## src/rtl/eis_pkg.sv

```systemverilog
// Package for the external interrupt sensitivity detector.
// Holds the sensitivity code width, the trigger enumeration and the decode
// that folds unsupported codes onto falling edge with low level.
package eis_pkg;
    localparam int MODE_W = 3;

    typedef enum logic [MODE_W-1:0] {
        SNS_FALL    = 3'd0,
        SNS_RISE    = 3'd1,
        SNS_BOTH    = 3'd2,
        SNS_FALL_LO = 3'd3,
        SNS_RISE_HI = 3'd4
    } sns_e;

    // Map a stored code to the trigger actually used by a source.
    function automatic sns_e eff_mode(input logic [MODE_W-1:0] code, input logic hi_ok);
        case (code)
            3'd0:    return SNS_FALL;
            3'd1:    return SNS_RISE;
            3'd2:    return SNS_BOTH;
            3'd3:    return SNS_FALL_LO;
            3'd4:    return hi_ok ? SNS_RISE_HI : SNS_FALL_LO;
            default: return SNS_FALL_LO;
        endcase
    endfunction
endpackage

```

## src/rtl/eis_sync.sv

```systemverilog
// Two-flop synchroniser plus one history flop per bit.
// Assumes inputs are asynchronous and idle at RST_VAL.
// cur_o is the synchronised value; prev_o is cur_o one cycle earlier.
module eis_sync #(
    parameter int   W       = 4,
    parameter logic RST_VAL = 1'b1
) (
    input  logic         clk,
    input  logic         rst_n,
    input  logic [W-1:0] d_i,
    output logic [W-1:0] cur_o,
    output logic [W-1:0] prev_o
);
    logic [W-1:0] meta_q;

    // Shift the pins through the two stages and the history stage.
    always_ff @(posedge clk) begin
        if (!rst_n) begin
            meta_q <= {W{RST_VAL}};
            cur_o  <= {W{RST_VAL}};
            prev_o <= {W{RST_VAL}};
        end else begin
            meta_q <= d_i;
            cur_o  <= meta_q;
            prev_o <= cur_o;
        end
    end
endmodule

```

## src/rtl/eis_cfg.sv

```systemverilog
// Sensitivity code registers with the priority-level write gate.
// A write is taken only when both level bits are 1. chg_o pulses for a
// source whose accepted write carries a value different from the stored one.
module eis_cfg
    import eis_pkg::*;
#(
    parameter int NUM_SRC = 4,
    parameter int SEL_W   = 2
) (
    input  logic                           clk,
    input  logic                           rst_n,
    input  logic                           we_i,
    input  logic [SEL_W-1:0]               sel_i,
    input  logic [MODE_W-1:0]              val_i,
    input  logic [1:0]                     lvl_i,
    output logic [NUM_SRC-1:0][MODE_W-1:0] code_o,
    output logic [NUM_SRC-1:0]             chg_o
);
    logic lvl_top;
    assign lvl_top = &lvl_i;

    for (genvar g = 0; g < NUM_SRC; g++) begin : g_fld
        logic hit;
        assign hit      = we_i && lvl_top && (sel_i == SEL_W'(g));
        assign chg_o[g] = hit && (val_i != code_o[g]);

        // Store the new code only when it changes the field.
        always_ff @(posedge clk) begin
            if (!rst_n)        code_o[g] <= '0;
            else if (chg_o[g]) code_o[g] <= val_i;
        end
    end


    lvl_gate_chk: assert property (@(posedge clk) disable iff (!rst_n)
        !lvl_top |=> $stable(code_o));
endmodule

```

## src/rtl/eis_detect.sv

```systemverilog
// Trigger decode and pending flag for one source.
// Assumes cur_i/prev_i come from the synchroniser. Priority of the next flag
// value: mask, then code change, then trigger, then software clear.
module eis_detect
    import eis_pkg::*;
#(
    parameter logic HI_OK = 1'b0
) (
    input  logic              clk,
    input  logic              rst_n,
    input  logic [MODE_W-1:0] code_i,
    input  logic              cur_i,
    input  logic              prev_i,
    input  logic              mask_i,
    input  logic              cfg_clr_i,
    input  logic              sw_clr_i,
    output logic              pend_o
);
    sns_e mode;
    logic rise, fall, trig;

    // Decode the trigger condition for the active mode.
    always_comb begin
        mode = eff_mode(code_i, HI_OK);
        rise = cur_i & ~prev_i;
        fall = ~cur_i & prev_i;
        case (mode)
            SNS_FALL:    trig = fall;
            SNS_RISE:    trig = rise;
            SNS_BOTH:    trig = rise | fall;
            SNS_RISE_HI: trig = rise | cur_i;
            default:     trig = fall | ~cur_i;
        endcase
    end

    // Update the pending flag.
    always_ff @(posedge clk) begin
        if (!rst_n)                   pend_o <= 1'b0;
        else if (mask_i || cfg_clr_i) pend_o <= 1'b0;
        else                          pend_o <= trig | (pend_o & ~sw_clr_i);
    end


    mask_clears_chk: assert property (@(posedge clk) disable iff (!rst_n)
        mask_i |=> !pend_o);

    sticky_flag_chk: assert property (@(posedge clk) disable iff (!rst_n)
        (pend_o && !sw_clr_i && !mask_i && !cfg_clr_i) |=> pend_o);

    low_level_hold_chk: assert property (@(posedge clk) disable iff (!rst_n)
        (mode == SNS_FALL_LO && !cur_i && !mask_i && !cfg_clr_i) |=> pend_o);

    high_level_hold_chk: assert property (@(posedge clk) disable iff (!rst_n)
        (mode == SNS_RISE_HI && cur_i && !mask_i && !cfg_clr_i) |=> pend_o);

    set_beats_clear_chk: assert property (@(posedge clk) disable iff (!rst_n)
        (rise && mode == SNS_RISE && sw_clr_i && !mask_i && !cfg_clr_i) |=> pend_o);
endmodule

```

## src/rtl/ext_irq_sense.sv

```systemverilog
// External interrupt sensitivity detector, top level.
// Synchronises the pins, holds one sensitivity code per source and produces
// one pending request per source. HILVL_MASK bit i enables the rising edge
// with high level mode on source i. Pins are assumed idle high.
module ext_irq_sense
    import eis_pkg::*;
#(
    parameter int           NUM_SRC    = 4,
    parameter logic [NUM_SRC-1:0] HILVL_MASK = 4'b0101,
    localparam int          SEL_W      = (NUM_SRC > 1) ? $clog2(NUM_SRC) : 1
) (
    input  logic                      clk,
    input  logic                      rst_n,
    input  logic [NUM_SRC-1:0]        pin_i,
    input  logic [1:0]                cpu_lvl_i,
    input  logic                      sens_we_i,
    input  logic [SEL_W-1:0]          sens_sel_i,
    input  logic [MODE_W-1:0]         sens_val_i,
    input  logic [NUM_SRC-1:0]        pend_clr_i,
    input  logic [NUM_SRC-1:0]        port_low_i,
    output logic [NUM_SRC-1:0]        pend_o,
    output logic [NUM_SRC*MODE_W-1:0] sens_o
);
    logic [NUM_SRC-1:0]             s_cur, s_prev, chg;
    logic [NUM_SRC-1:0][MODE_W-1:0] codes;

    eis_sync #(.W(NUM_SRC), .RST_VAL(1'b1)) u_sync (
        .clk(clk), .rst_n(rst_n), .d_i(pin_i), .cur_o(s_cur), .prev_o(s_prev)
    );

    eis_cfg #(.NUM_SRC(NUM_SRC), .SEL_W(SEL_W)) u_cfg (
        .clk(clk), .rst_n(rst_n), .we_i(sens_we_i), .sel_i(sens_sel_i),
        .val_i(sens_val_i), .lvl_i(cpu_lvl_i), .code_o(codes), .chg_o(chg)
    );

    assign sens_o = codes;

    for (genvar g = 0; g < NUM_SRC; g++) begin : g_src
        eis_detect #(.HI_OK(HILVL_MASK[g])) u_det (
            .clk(clk), .rst_n(rst_n), .code_i(codes[g]),
            .cur_i(s_cur[g]), .prev_i(s_prev[g]), .mask_i(port_low_i[g]),
            .cfg_clr_i(chg[g]), .sw_clr_i(pend_clr_i[g]), .pend_o(pend_o[g])
        );


        code_change_clears_chk: assert property (@(posedge clk) disable iff (!rst_n)
            (sens_we_i && (&cpu_lvl_i) && sens_sel_i == SEL_W'(g)
             && sens_val_i != sens_o[g*MODE_W +: MODE_W]) |=> !pend_o[g]);
    end
endmodule

```

## config.mk

```make
export PLATFORM = sky130hd
export DESIGN_NAME = ext_irq_sense
export DESIGN_NICKNAME = d
export VERILOG_FILES = /design/src/rtl/eis_pkg.sv /design/src/rtl/eis_sync.sv /design/src/rtl/eis_cfg.sv /design/src/rtl/eis_detect.sv /design/src/rtl/ext_irq_sense.sv
export SDC_FILE = /design/constraint.sdc
export NUM_CORES = 1
export LEC_CHECK = 0
export ABC_AREA = 1
export BUFFER_PORTS_ARGS = -buffer_cell sky130_fd_sc_hd__buf_4
export CAP_MARGIN = 10
export CORE_ASPECT_RATIO = 0.75
export CORE_UTILIZATION = 56
export DETAILED_ROUTE_END_ITERATION = 10
export PLACE_DENSITY_LB_ADDON = 0.05
export SLEW_MARGIN = 10
export SYNTH_ARGS = -nofsm -noshare
export SYNTH_HDL_FRONTEND = slang
export SYNTH_SLANG_ARGS = --single-unit
```

## constraint.sdc

```tcl
create_clock -name clk -period 1.7 [get_ports clk]
set_clock_uncertainty 0.05 [all_clocks]
set_input_delay 0.085 -clock clk [delete_from_list [all_inputs] [get_ports clk]]
set_output_delay 0.085 -clock clk [all_outputs]
set_load 0.005 [all_outputs]
```

# ---- Word-level counts from Yosys, hierarchy flattened
# Index checks and enable logic that the tools add are counted.
dict set report op_classes {
  n_eq_ne 29
  muxes 8
  bitwise 41
  reduce_logical 27
}
# operator count
set ops {}
lappend ops {{zero test 3 bit} 8}
lappend ops {{case mux 3 bit (4 select lines)} 2}
lappend ops {{== test 3 x 1 -> 1 bit (second input constant)} 6}
lappend ops {{== test 3 x 2 -> 1 bit (second input constant)} 6}
lappend ops {{bitwise OR 1 bit} 16}
lappend ops {{case mux 1 bit (4 select lines)} 4}
lappend ops {{inverter 1 bit} 13}
lappend ops {{bitwise AND 1 bit} 12}
lappend ops {{== test 3 bit (second input constant)} 4}
lappend ops {{inequality test 3 bit} 4}
lappend ops {{case mux 2 bit (3 select lines)} 2}
lappend ops {{logical AND 1 bit} 9}
lappend ops {{== test 2 bit (second input constant)} 4}
lappend ops {{OR reduction 2 bit} 4}
lappend ops {{== test 2 x 1 -> 1 bit (second input constant)} 3}
lappend ops {{== test 2 x 3 -> 1 bit (second input constant)} 2}
lappend ops {{logical OR 1 bit} 4}
lappend ops {{zero test 2 bit} 1}
lappend ops {{AND reduction 2 bit} 1}
dict set report word_totals {
  regBits 28
  wordCells 116
}

# ---- Depth between registers and ports, before layout
dict set report logic_depth {
  word_depth 6
  depth_mapped 8
}

# ---- Hierarchy
# From an unflattened synthesis, not the netlist that was laid out.
dict set report hier_totals {
  hier_cells 226
  area_unflattened_um2 1534.0
}
# module n_inst cells_per_inst area_per_inst_um2
set by_module_without_submodules {}
lappend by_module_without_submodules {eis_cfg 1 109 734.5}
lappend by_module_without_submodules {eis_sync 1 37 341.6}
lappend by_module_without_submodules {{eis_detect (g_src[0].u_det ...)} 2 23 138.9}
lappend by_module_without_submodules {{eis_detect (g_src[1].u_det ...)} 2 17 90.1}

# ---- Worst setup path before layout
# OpenSTA, ideal clock, no wires.
dict set report synth_timing {
  path_type {register -> register}
  startpoint {register u_cfg.code_o[3] in the netlist's numbering}
  endpoint {register u_cfg.code_o[3] in the netlist's numbering}
  setup_time_ps 115
  t_arrival_ps 898
  required_time_ps 1535
  slack_ps 637
  path_stages_with_launch 8
  path_buffers 0
  path_cell_list {dfxtp_1 -> inv_1 -> nand2_1 -> nand2_1 -> nor2_2 -> nand2_2 -> a21oi_1 -> nor2_1}
}
dict set report synth_between {
  elab_chain_len 2
}
# element line_no
set synth_rtl {}
lappend synth_rtl {{from (decl)} eis_cfg.sv:16} ;# output logic [NUM_SRC-1:0][MODE_W-1:0] code_o,
lappend synth_rtl {{from (signal, indexed assignment)} eis_cfg.sv:30} ;# else if (chg_o[g]) code_o[g] <= val_i;
lappend synth_rtl {{inequality test 3 bit} eis_cfg.sv:25} ;# assign chg_o[g] = hit && (val_i != code_o[g]);
lappend synth_rtl {{logical AND 1 bit} eis_cfg.sv:25}
# No other way between the ends.
# A chain may end at the register's enable or synchronous reset.

# ---- Final worst setup path
dict set report layout_timing {
  startpoint {register u_cfg.code_o[0] in the netlist's numbering}
  endpoint {register u_cfg.code_o[0] in the netlist's numbering}
}
# Same word-level chain as after synthesis.

==> implementation parameters <==
Parameter                              Value

Timing
  Final Critical Period    around 1.2 ns
  Final count of pins violating max slew    0
  Setup total negative slack    0 ns
  Final worst-path cycle share    0.706
  Slew Limit Headroom    0.707
  Post-Route Hold Slack    0.0228 ns
  Maximum clock frequency    ~830 MHz
  Transition time of the tightest slew-check pin    ~0.44 ns
  Total count of hold-check failures in the final report    0
  Final setup violating endpoints    0
  Fin worst setup slack    0.499 ns
  Setup repair after global routing missed its margin    no

Floorplan
  Horizontal die dimension    slightly above 60 um
  Num rows    15
  Overall die area    between 0.002 and 0.003 mm2
  Die Y    46.3 um
  Top-level port count    38
  Starting density of the core    0.616
  Core Footprint    around 0.0024 mm2

Final layout
  Synthesis-to-layout area growth    27.5%
  Layout cell share with drive strength beyond 1    0.243
  N_diodes    0
  Final Instance Area    between 0.0015 and 0.002 mm2
  # nets final    about 290
  Fill cell count    about 190

Setup path
  Master of the slowest instance on the critical path    dfxtp_1
  Highest cell delay on the worst timing path    between 0.4 and 0.5 ns
  CP arrival    between 1 and 1.5 ns
  Peak fanout along the critical path    6
  Critical Path Most Common Cell    nand2_1
  CP Launch Type    flop
  Worst path cell trace    inv_1, nand2_1, nand2_1, nor2_2, nand2_2, a21oi_1, nor2_1
  Sort of element at the end of the critical path    flop
  Critical path class    flop to flop
  Required time worst endpoint    1.90 ns

Global routing
  First-pass GRT wire length    about 4800 um
  Via count of the first global-routing pass    1,177
  Residual overflow from global routing    0
  Global-route total usage across every layer    0.235
  Antenna violations before repair    0
  Pin count of the biggest net entering global routing    18

Clocking
  CTS tree    built
  Max Root-Sink Buffers    2
  Cell at the root of the clock tree    clkbuf_4
  Total clock buffers created by CTS    3
  CTS-repair resized insts    0
  Clock transition at path regs    ~0.15 ns
  Clock latency on the worst-skew pair    roughly 0.34 ns
  Max H-tree Level    1
  Quantity of hold-fixing buffers added after cts    9
  Buffer count from post-CTS setup fixing    0
  Clock sink count    28

Synthesis
  Sequential-to-total area share from yosys stat    0.382
  Post-synth net total    approximately 240
  Post-synthesis register bit count    28
  Cell taking the most area after synthesis    dfxtp_1
  Cell with the most instances after synthesis    nand2_1
  Post-synthesis cell count    220
  Portion of synthesized cell area occupied by the leading cell type    0.382
  Number of distinct library cell variants in the gate-level netlist after synthesis    23
  Main area contributors after synthesis    dfxtp_1 38%, nand2_1 16%, nor2_1 7.4%
  Async set-or-reset flop fraction in the synthesized netlist    0
  Top post-synthesis cells by count    64 x nand2_1, 29 x nor2_1, 28 x dfxtp_1
  Post-synth EDFFs    0
  Most used flip-flop cell after synthesis    dfxtp_1
  Yosys warns    0
  Area of the mapped netlist    around 0.0015 mm2
  Post-synthesis average cell area    approximately 6.7 um2

Detailed routing
  Antenna viol nets, final    0
  Routed len/inst    ~10 um
  Total wire length after detailed routing    about 3100 um
  Number of DRC violations after detailed-routing iteration 0    between 40 and 50
  TritonRoute pass-1 iters    4
  Via count    1,432
  Residual DRC    0
  Per-cell via count in the routed design    slightly below 5

Min path
  Class of the most critical hold timing path    primary input to flop

Place
  Global placement routability congestion    0.819
  Dpl ws    between 0.5 and 0.6 ns
  Placement Cell Area    0.00175 mm2
  Input/output buffers    37
  Hpwl dp    between 2000 and 2500 um

Power and ir drop
  Max rail drop VDD    ~0.00052 V
  Total power of the final layout    between 1 and 1.5 mW
  Power Density    approximately 650 mW/mm2
  Leak pwr    between 0.9 and 1 nW

Status
  Status    finished, final reports clean

Job
  Number of maximum-capacitance constraint violations    0
==> metal layers <==
layer  share of wire  wire (um)  GRT usage  up-vias
li1                -          -          -      764
met1            0.48       1470      0.284      627
met2            0.45       1390      0.407       35
met3           0.054        166     0.0590        6
met4           0.015         47     0.0818        0
met5               0          0          0        -
==> cell usage in the layout, fill, tap and decap left out <==
cell           synthesis  routed
o211ai_1               1       1
nand2_2                3       3
o21ai_0                4       4
and2_1                 1       1
nor3_4                 3       3
dlygate4sd3_1          0       9
o21ai_1                5       5
inv_2                  5       5
nor3_2                 1       1
a21oi_1               14      14
clkbuf_8               0       1
nand2_1               64      64
nand3_4                1       1
or2_2                  8       8
buf_4                  4      37
dfxtp_1               28      28
nand4_1                1       1
nor2_2                 2       2
xnor2_1                4       4
inv_1                 23      23
nand3_1               14      14
or2_0                  2       2
nor2_1                29      29
clkbuf_4               0       3
==> worst max-delay path, delay by kind of cell, from the launching register on <==
kind / cells / cell delay (ns)
compound gates: 1 / 0.14
buf+inv: 1 / 0.10
flops: 1 / 0.45
simple gates: 5 / 0.37
==> kinds of logic (layout without fill, tap and decap cells) <==
family,after synthesis,count (layout),share of synthesized area
flops,28,28,0.382
buf+inv,35,78,0.101
compound gates,24,24,0.0835
simple gates,129,129,0.410
xor+xnor,4,4,0.0239
==> stage by stage <==
step / std cells / util
after floorplan: 220 / -
after global placement: 284 / 0.732
after detailed placement: 284 / 0.732
after CTS: 297 / 0.785
after global routing: 297 / 0.785
final: 297 / 0.785
==> registers in the layout (all words and copies together) (netlist names) <==
name,count
u_cfg.code_o,12
u_sync.prev_o,4
u_sync.meta_q,4
u_sync.cur_o,4
g_src.u_det.pend_o,4
==> where the power goes <==
| part | switching [mW] | total, mW | internal, mW |
|---|---|---|---|
| combinational | 0.0947 | 0.192 | 0.0968 |
| clock | 0.200 | 0.332 | 0.132 |
| sequential | 0.0145 | 0.691 | 0.676 |
==> path summary, 6_finish.rpt <==
path / startpoint / end / slack [ns] / cells after the start
worst max-delay path: u_cfg.code_o[0] / u_cfg.code_o[0] / 0.50 / 7
worst min-delay path: pend_clr_i[0] / g_src[0].u_det.pend_o / 0.02 / 6
worst max register to register: u_cfg.code_o[0] / u_cfg.code_o[0] / 0.50 / 7
worst min register to register: u_sync.meta_q[2] / u_sync.cur_o[2] / 0.38 / 1
==> cell type report <==
| cell class | count | area [um2] | area share |
|---|---|---|---|
| clock buffer | 4 | 36.3 | 0.0194 |
| inverter | 28 | 105 | 0.0561 |
| tap | 34 | 42.5 | 0.0227 |
| sequential | 28 | 561 | 0.299 |
| timing repair buffer | 46 | 368 | 0.197 |
| multi-input combinational | 157 | 759 | 0.406 |
Power figures use the tool's default switching activity.
